$ cat config.mk
export PLATFORM = sky130hd
export DESIGN_NAME = sample_rec_filter
export DESIGN_NICKNAME = d
export VERILOG_FILES = /design/src/rtl/srf_pkg.sv /design/src/rtl/srf_event_match.sv /design/src/rtl/srf_type_match.sv /design/src/rtl/srf_latency_gate.sv /design/src/rtl/srf_pass_counter.sv /design/src/rtl/sample_rec_filter.sv
export SDC_FILE = /design/constraint.sdc
export NUM_CORES = 1
export LEC_CHECK = 0
export BUFFER_PORTS_ARGS = -buffer_cell sky130_fd_sc_hd__buf_2
export CAP_MARGIN = 20
export CORE_MARGIN = 5
export CORE_UTILIZATION = 40
export CTS_CLUSTER_SIZE = 12
export DETAILED_ROUTE_END_ITERATION = 12
export GPL_ROUTABILITY_DRIVEN = 0
export PLACE_DENSITY = 0.74
export SKIP_CTS_REPAIR_TIMING = 1
export SYNTH_ARGS = -nofsm -noshare
export SYNTH_HDL_FRONTEND = slang
export SYNTH_HIERARCHICAL = 1
export SYNTH_SLANG_ARGS = --single-unit
$ cat constraint.sdc
create_clock -name clk -period 1.9 [get_ports clk]
set_input_delay 0.19 -clock clk [delete_from_list [all_inputs] [get_ports clk]]
set_output_delay 0.19 -clock clk [all_outputs]
set_load 0.02 [all_outputs]
$ cat src/rtl/srf_pkg.sv
package srf_pkg;
   typedef enum logic [1:0] {
      OP_OTHER  = 2'd0,
      OP_LOAD   = 2'd1,
      OP_STORE  = 2'd2,
      OP_BRANCH = 2'd3
   } op_class_e;

   localparam int unsigned N_FILT_CLASSES = 3;

   // Positions of the events that may take part in filtering
   localparam int unsigned EVT_RETIRED    = 1;
   localparam int unsigned EVT_L1D_REFILL = 3;
   localparam int unsigned EVT_TLB_REFILL = 5;
   localparam int unsigned EVT_MISPRED    = 7;
   localparam int unsigned EVT_MISALIGN   = 11;
   localparam int unsigned EVT_MIN_W      = EVT_MISALIGN + 1;

   function automatic logic [63:0] filterable_bits();
      logic [63:0] v;
      v = '0;
      v[EVT_RETIRED]    = 1'b1;
      v[EVT_L1D_REFILL] = 1'b1;
      v[EVT_TLB_REFILL] = 1'b1;
      v[EVT_MISPRED]    = 1'b1;
      v[EVT_MISALIGN]   = 1'b1;
      return v;
   endfunction
endpackage

$ cat src/rtl/srf_event_match.sv
module srf_event_match
   import srf_pkg::*;
#(
   parameter int unsigned EVT_W     = 16,
   parameter bit          MATCH_ALL = 1'b1
) (
   input  logic [EVT_W-1:0] mask_i,
   input  logic [EVT_W-1:0] events_i,
   output logic             ok_o
);
   localparam logic [63:0]      FILT_ALL = filterable_bits();
   localparam logic [EVT_W-1:0] FILT     = FILT_ALL[EVT_W-1:0];

   if (EVT_W < EVT_MIN_W) begin : g_width_chk
      $error("srf_event_match: EVT_W too small for filterable events");
   end

   logic [EVT_W-1:0] mask_eff;
   logic [EVT_W-1:0] hit;

   always_comb begin
      mask_eff = mask_i & FILT;
      hit      = events_i & mask_eff;
   end

   if (MATCH_ALL) begin : g_all
      always_comb ok_o = (hit == mask_eff);
   end else begin : g_any
      always_comb ok_o = (mask_eff == '0) || (hit != '0);
   end
endmodule

$ cat src/rtl/srf_type_match.sv
module srf_type_match
   import srf_pkg::*;
(
   input  logic [N_FILT_CLASSES-1:0] en_i,
   input  logic [1:0]                op_i,
   output logic                      ok_o
);
   localparam logic [1:0] CLASS_CODE [N_FILT_CLASSES] = '{OP_LOAD, OP_STORE, OP_BRANCH};

   logic [N_FILT_CLASSES-1:0] hit;

   for (genvar i = 0; i < N_FILT_CLASSES; i++) begin : g_cls
      always_comb hit[i] = en_i[i] && (op_i == CLASS_CODE[i]);
   end

   always_comb ok_o = (en_i == '0) || (hit != '0);
endmodule

$ cat src/rtl/srf_latency_gate.sv
module srf_latency_gate #(
   parameter int unsigned LAT_W = 12
) (
   input  logic [LAT_W-1:0] min_i,
   input  logic [LAT_W-1:0] lat_i,
   output logic             ok_o
);
   if (LAT_W < 1) begin : g_width_chk
      $error("srf_latency_gate: LAT_W must be at least 1");
   end

   always_comb ok_o = (lat_i >= min_i);
endmodule

$ cat src/rtl/srf_pass_counter.sv
module srf_pass_counter #(
   parameter int unsigned CNT_W    = 16,
   parameter bit          SATURATE = 1'b1
) (
   input  logic             clk,
   input  logic             rst_n,
   input  logic             inc_i,
   output logic [CNT_W-1:0] count_o
);
   localparam logic [CNT_W-1:0] CNT_MAX = '1;

   if (CNT_W < 2) begin : g_width_chk
      $error("srf_pass_counter: CNT_W must be at least 2");
   end

   logic [CNT_W-1:0] nxt;

   if (SATURATE) begin : g_sat
      always_comb nxt = (count_o == CNT_MAX) ? count_o : count_o + 1'b1;
   end else begin : g_wrap
      always_comb nxt = count_o + 1'b1;
   end

   always_ff @(posedge clk or negedge rst_n) begin
      if (!rst_n)     count_o <= '0;
      else if (inc_i) count_o <= nxt;
   end
endmodule

$ cat src/rtl/sample_rec_filter.sv
module sample_rec_filter
   import srf_pkg::*;
#(
   parameter int unsigned EVT_W     = 16,
   parameter int unsigned LAT_W     = 12,
   parameter int unsigned CNT_W     = 16,
   parameter bit          MATCH_ALL = 1'b1,
   parameter bit          SATURATE  = 1'b1
) (
   input  logic             clk,
   input  logic             rst_n,
   input  logic [EVT_W-1:0] cfg_evt_mask,
   input  logic             cfg_load_en,
   input  logic             cfg_store_en,
   input  logic             cfg_branch_en,
   input  logic [LAT_W-1:0] cfg_min_lat,
   input  logic             rec_valid,
   input  logic [EVT_W-1:0] rec_events,
   input  logic [1:0]       rec_op,
   input  logic [LAT_W-1:0] rec_latency,
   output logic             keep_o,
   output logic             discard_o,
   output logic [CNT_W-1:0] kept_count
);
   logic evt_ok, type_ok, lat_ok, pass;
   logic [N_FILT_CLASSES-1:0] cls_en;

   always_comb cls_en = {cfg_branch_en, cfg_store_en, cfg_load_en};

   srf_event_match #(.EVT_W(EVT_W), .MATCH_ALL(MATCH_ALL)) evt_i (
      .mask_i   (cfg_evt_mask),
      .events_i (rec_events),
      .ok_o     (evt_ok)
   );

   srf_type_match type_i (
      .en_i (cls_en),
      .op_i (rec_op),
      .ok_o (type_ok)
   );

   srf_latency_gate #(.LAT_W(LAT_W)) lat_i (
      .min_i (cfg_min_lat),
      .lat_i (rec_latency),
      .ok_o  (lat_ok)
   );

   always_comb pass = evt_ok && type_ok && lat_ok;

   always_ff @(posedge clk or negedge rst_n) begin
      if (!rst_n) begin
         keep_o    <= 1'b0;
         discard_o <= 1'b0;
      end else begin
         keep_o    <= rec_valid &&  pass;
         discard_o <= rec_valid && !pass;
      end
   end

   srf_pass_counter #(.CNT_W(CNT_W), .SATURATE(SATURATE)) cnt_i (
      .clk     (clk),
      .rst_n   (rst_n),
      .inc_i   (rec_valid && pass),
      .count_o (kept_count)
   );
endmodule

==> results_dict.tcl, run 1 <==
set metrics [dict create \
    status "complete, no violations" \
    max-vdd-ir-drop_uv 209 \
    yosys.area_share.simple_pct 24.6 \
    synthCells 130 \
    combPwrFrac_pct 30.8 \
    synth.distinct_cells 37 \
    drv_slew 0 \
    post_drt_via_cell_ratio 5.03 \
    root_buffer "clkbuf_4" \
    wl_mm 3.19 \
    critPathArrivalTime_ns 2.08 \
    areaGrowthSynthToFinish_pct 55.2 \
    ys_seq_elements 18 \
    die_h_um 66.4 \
    dpl_worst_slack_ns -0.370 \
    nNetsFinal 277 \
    hold_path_class "primary input to flip-flop" \
    synth-adder-area-share_pct 12.8 \
    fillers 257 \
    pwr-share-clk_pct 24.1 \
    drive_gt1_share_pct 53.3 \
    worstPathRequired_ns 2.11 \
    synth_warnings 6 \
    grt_start_max_net_pins 19 \
    hpwl_mm 2.60 \
    worst-path-max-fanout 7 \
    core_area_um2 3050 \
    muxShareOfSynthArea_pct 0.886 \
    cts_tree "yes" \
    dpl_cell_area_um2 1800 \
    diodes 0 \
    dr.pass1.iters 4 \
    maxCapViolations 0 \
    setup_ws_ns 0.0298 \
    final-setup-viol-count 0 \
    fin_skew_ns 0.00463 \
    syn_area_per_cell_um2 9.78 \
    crit_type "primary input to flip-flop" \
    start_util_pct 41.6 \
    grt.total_usage_pct 14.5 \
    numCtsBuffers 3 \
    synth_top_family_by_area "simple AND/OR/NAND/NOR gates" \
    grt_overflow 0 \
    die_area_um2 4410 \
    clock_latency_ns 0.29 \
    synth_nets 207 \
    path_cells "buf_2 > ha_4 > nand4_1 > a211oi_2 > a221o_1 > nand3_2 > nor2_4 > and3_4 > nand3_4 > nor3b_2 > xor2_1" \
    fmax_mhz 535 \
    rsz0062_at_grt "true" \
    synthFlopType "dfrtp_1" \
    power_per_cell_area_nw_per_um2 485 \
    async_flop_share_pct 100 \
    routedWlPerCell_um 13.1 \
    synth_edf_count 0 \
    port_buffers 59 \
    finalHoldViolCount 0 \
    cp-start-kind "primary input" \
    p_seq_share_pct 45.1 \
    clock_path_buffers 2 \
    drt_iter0_drc 28 \
    leakagePower_uw 0.00102 \
    stdcell_count 243 \
    design_area_um2 1970 \
    vias 1223 \
    grt_pass1_wl_mm 5.00 \
    cpMaxStageDelayCell "ha_4" \
    ys_seq_area_share_pct 35.4 \
    maxSlewHeadroom_pct 70.6 \
    grt_pass1_vias 1178 \
    internal-power_uw 674 \
    min_period_over_period_pct 98.4 \
    fp.dieW_um 66.4 \
    drc 0 \
    synth-compound-area-share_pct 12.4 \
    clock-sinks 18 \
    dp_cells 236 \
    synth_xor_xnor_area_share_pct 8.27 \
    syn_area_um2 1270 \
    finalSetupTns_ns 0 \
    synth_area_leader_cell "dfrtp_1" \
    antenna_found_initial 0 \
    layout_min_cycle_time_ns 1.87 \
    drtAntennaViolNets 0 \
    hold_slack_ns 0.123 \
    io_pins 82 \
    htreeDepth 1 \
    r2r_slack_ns 0.11 \
    cts.clk_slew.worst_paths_ns 0.10 \
    num_rows 20 \
    worstMarginPinSlew_ns 0.437 \
    p_sw_uw 282 \
    ys_top_cells_by_area "dfrtp_1 (35%), ha_1 (13%), xor2_1 (6.2%)" \
    synth_top_area_share_pct 35.4 \
    slowest_delay_ns 0.26 \
    crit_path_end_kind "flip-flop" \
    sw_frac_of_total_pct 29.5 \
]
## registers in the layout, indices dropped and copies added (netlist names)
name           count
discard_o          1
keep_o             1
cnt_i/count_o     16
## per-stage QoR
| stage | power (uW) | util, % |
|---|---|---|
| finish | 956 | 64.6 |
| global route | 1020 | 64.6 |
| CTS | 946 | 60.1 |
| detailed placement | 710 | 58.9 |
| global placement | 699 | 58.9 |
| floorplan | 587 | - |
## worst paths after layout
check | startpoint | endpoint | depth (start not counted)
min in group asynchronous | rst_n | cnt_i/count_o[9] | 2
worst min register to register | cnt_i/count_o[0] | cnt_i/count_o[0] | 1
worst max-delay path | rec_latency[11] | cnt_i/count_o[5] | 11
worst max register to register | cnt_i/count_o[0] | cnt_i/count_o[1] | 4
worst min-delay path | rec_valid | discard_o | 2
max in group asynchronous | rst_n | keep_o | 2
## layout by cell type (no fill, tap or decap), types with 2 or more instances in the layout
| cell type | synthesis | final |
|---|---|---|
| o22ai_1 | 2 | 2 |
| dfrtp_1 | 18 | 18 |
| buf_6 | 0 | 6 |
| xor2_1 | 9 | 9 |
| buf_4 | 0 | 5 |
| nor3_1 | 6 | 2 |
| nand2_1 | 5 | 5 |
| buf_8 | 0 | 2 |
| a21oi_1 | 3 | 3 |
| inv_4 | 0 | 2 |
| nor2_1 | 7 | 6 |
| inv_2 | 0 | 3 |
| buf_2 | 0 | 51 |
| nand3_1 | 8 | 6 |
| nand4_4 | 2 | 2 |
| a21o_1 | 2 | 2 |
| inv_1 | 19 | 12 |
| xnor2_1 | 3 | 3 |
| clkbuf_4 | 0 | 3 |
| nand2b_1 | 2 | 2 |
| ha_1 | 13 | 6 |
| nand4_1 | 3 | 3 |
| a211oi_2 | 2 | 3 |
| a31oi_1 | 2 | 2 |
| o21ai_1 | 1 | 3 |
| nor3_2 | 1 | 5 |
| ha_4 | 0 | 7 |
## cell usage after synthesis (3+ instances only)
master	instances
nor2_1	7
nand2_1	5
nand3_1	8
o21ai_0	3
dfrtp_1	18
xor2_1	9
nor3_1	6
a21oi_1	3
inv_1	19
nand4_1	3
ha_1	13
xnor2_1	3
## cell families (layout without fill, tap and decap cells)
kind of cell,count (synthesis),count (layout)
compound gates,21,21
xor+xnor,12,12
fa+ha+maj,13,13
buf+inv,19,88
flops,18,18
mux,1,1
simple gates,46,46
## layout make-up
class                      count  area, um^2  share of cell area [%]
multi-input combinational     93         937                    47.5
sequential                    18         450                    22.8
timing repair buffer          65         400                    20.3
inverter                      19        93.8                    4.76
tap                           44        55.1                    2.79
clock buffer                   4        36.3                    1.84
## power groups by stage
| stage | logic (uW) | registers, uW | clock network [uW] |
|---|---|---|---|
| after floorplan | 115 | 472 | 0 |
| after global placement | 260 | 439 | 0 |
| after detailed placement | 273 | 438 | 0 |
| after CTS | 274 | 430 | 242 |
| after global routing | 326 | 436 | 259 |
| final | 294 | 431 | 231 |
## metal layers
metal | GRT usage [%] | routed length [um] | vias to the layer above
met5 | 0 | 0 | -
met4 | 4.57 | 0 | 0
met3 | 2.38 | 190 | 0
met2 | 28.0 | 1810 | 45
met1 | 15.8 | 1180 | 581
li1 | - | - | 597
## critical path: cells and delay by family
kind / cells / cell delay (ns)
simple gates: 6 / 0.93
compound gates: 2 / 0.42
fa+ha+maj: 1 / 0.26
xor+xnor: 1 / 0.17
buf+inv: 1 / 0.11
(Power assumes the default switching activity.)
==> inputs of run 2 (changes only) <==
--- a/config.mk
+++ b/config.mk
@@ -5,14 +5,14 @@
 export SDC_FILE = /design/constraint.sdc
 export NUM_CORES = 1
 export LEC_CHECK = 0
-export BUFFER_PORTS_ARGS = -buffer_cell sky130_fd_sc_hd__buf_2
 export CAP_MARGIN = 20
 export CORE_MARGIN = 5
 export CORE_UTILIZATION = 40
 export CTS_CLUSTER_SIZE = 12
 export DETAILED_ROUTE_END_ITERATION = 12
+export DONT_BUFFER_PORTS = 1
 export GPL_ROUTABILITY_DRIVEN = 0
-export PLACE_DENSITY = 0.74
+export PLACE_DENSITY = 0.52
 export SKIP_CTS_REPAIR_TIMING = 1
 export SYNTH_ARGS = -nofsm -noshare
 export SYNTH_HDL_FRONTEND = slang
==> run 2 against run 1 <==
Net effect: first-iteration DRC count decreased by 3.6%; final area decreased by 16%; utilization decreased by 10 points; sequential share of layout area increased by 4.3 points; combinational power decreased by 21%; critical path depth increased by 1; clock power about the same; non-clock buffer count decreased by 46; flip-flop and latch count unchanged; power decreased by 7.3%; largest power group unchanged.
==> results_dict.tcl, run 2 (synthesis gave the netlist of run 1 again) <==
set metrics [dict create \
    design_area_um2 1660 \
    p_seq_share_pct 47.6 \
    min_period_over_period_pct 93.1 \
    dr.pass1.iters 4 \
    cts.clk_slew.worst_paths_ns 0.10 \
    fmax_mhz 565 \
    nNetsFinal 231 \
    fin_skew_ns 0.000899 \
    cp-start-kind "primary input" \
    setup_ws_ns 0.131 \
    clock-sinks 18 \
    numCtsBuffers 3 \
    fp.dieW_um 66.4 \
    die_area_um2 4410 \
    maxCapViolations 0 \
    crit_path_end_kind "flip-flop" \
    combPwrFrac_pct 26.1 \
    rsz0062_at_grt "true" \
    cts_tree "yes" \
    maxSlewHeadroom_pct 43.2 \
    hold_path_class "primary input to flip-flop" \
    drv_slew 0 \
    critPathArrivalTime_ns 1.99 \
    layout_min_cycle_time_ns 1.77 \
    power_per_cell_area_nw_per_um2 534 \
    diodes 0 \
    areaGrowthSynthToFinish_pct 30.7 \
    antenna_found_initial 0 \
    drtAntennaViolNets 0 \
    leakagePower_uw 0.000811 \
    pwr-share-clk_pct 26.3 \
    root_buffer "clkbuf_4" \
    grt_overflow 0 \
    p_sw_uw 256 \
    worstMarginPinSlew_ns 0.849 \
    sw_frac_of_total_pct 28.9 \
    worst-path-max-fanout 7 \
    wl_mm 2.77 \
    largest_registers "cnt_i/count_o: 16 flops, discard_o: 1 flops, keep_o: 1 flops" \
    io_pins 82 \
    internal-power_uw 630 \
    vias 1028 \
    largest_register_ffs 16 \
    status "complete, no violations" \
    layout_common_cells "dfrtp_1 (18), buf_4 (18), inv_1 (12), xor2_1 (9), ha_4 (7)" \
    largest-register "cnt_i/count_o" \
    routedWlPerCell_um 14.1 \
    final-setup-viol-count 0 \
    grt.total_usage_pct 13.6 \
    htreeDepth 1 \
    hold_slack_ns 0.0216 \
    crit_type "primary input to flip-flop" \
    start_util_pct 41.6 \
    max-vdd-ir-drop_uv 265 \
    clock_path_buffers 2 \
    finalHoldViolCount 0 \
    core_area_um2 3050 \
    post_drt_via_cell_ratio 5.22 \
    die_h_um 66.4 \
    grt_pass1_wl_mm 4.66 \
    dpl_worst_slack_ns -0.229 \
    grt_pass1_vias 1103 \
    worstPathRequired_ns 2.12 \
    drive_gt1_share_pct 34.0 \
    hpwl_mm 2.31 \
    power_uw 887 \
    clock_latency_ns 0.29 \
    num_rows 20 \
    drc 0 \
    drt_iter0_drc 27 \
    dpl_cell_area_um2 1620 \
    grt_start_max_net_pins 19 \
    finalSetupTns_ns 0 \
    port_buffers 0 \
]
[run 2: cell types whose count changed in the layout (fill, tap and decap cells not counted), sizes merged]
cell and change:
buf -46
[run 2: critical path, cell delays in order]
cell	delay, ns
inv_4	0.02
ha_4	0.24
nand2b_4	0.10
a211oi_2	0.05
o21ai_1	0.16
a221o_1	0.18
nand3_2	0.09
nor2_4	0.13
and3_4	0.21
nand3_4	0.13
nor4b_4	0.31
xor2_1	0.16
[run 2: path summary, 6_finish.rpt]
check                      slack, ns        startpoint  depth (start not counted)                end
hold / removal                  0.02         rec_valid                          1          discard_o
setup / recovery                0.13    rec_latency[0]                         12  cnt_i/count_o[13]
hold reg to reg                 0.61  cnt_i/count_o[1]                          2   cnt_i/count_o[1]
min in group asynchronous       0.44             rst_n                          1  cnt_i/count_o[11]
max in group asynchronous       0.94             rst_n                          1             keep_o
setup reg to reg                0.21  cnt_i/count_o[0]                          4   cnt_i/count_o[1]
[run 2: area by class of cell]
cell class	instances	area, um^2
flip-flops and latches	18	450
clock buffers	4	36.3
repair buffers	19	145
well taps	44	55.1
multi-input cells	93	881
inverters	19	93.8
fillers	296	1390
[run 2: power groups by stage]
stage	sequential [uW]	combinational, uW	clock, uW
2_1_floorplan	472	115	0
3_3_place_gp	430	223	0
3_5_place_dp	430	226	0
4_1_cts	423	227	245
5_1_grt	425	268	263
6_report	422	231	233
[run 2: routing by layer]
layer  up-vias  wire length (um)  track usage [%]
met5         -                 0                0
met4         0                25             4.57
met3         2               188             4.08
met2        32              1390             23.5
met1       483              1170             15.8
li1        511                 -                -
[run 2: stage by stage]
stage | utilization (%) | instances
2_1_floorplan | - | 130
6_report | 54.4 | 197
3_3_place_gp | 52.9 | 192
5_1_grt | 54.4 | 197
4_1_cts | 54.1 | 196
3_5_place_dp | 52.9 | 192
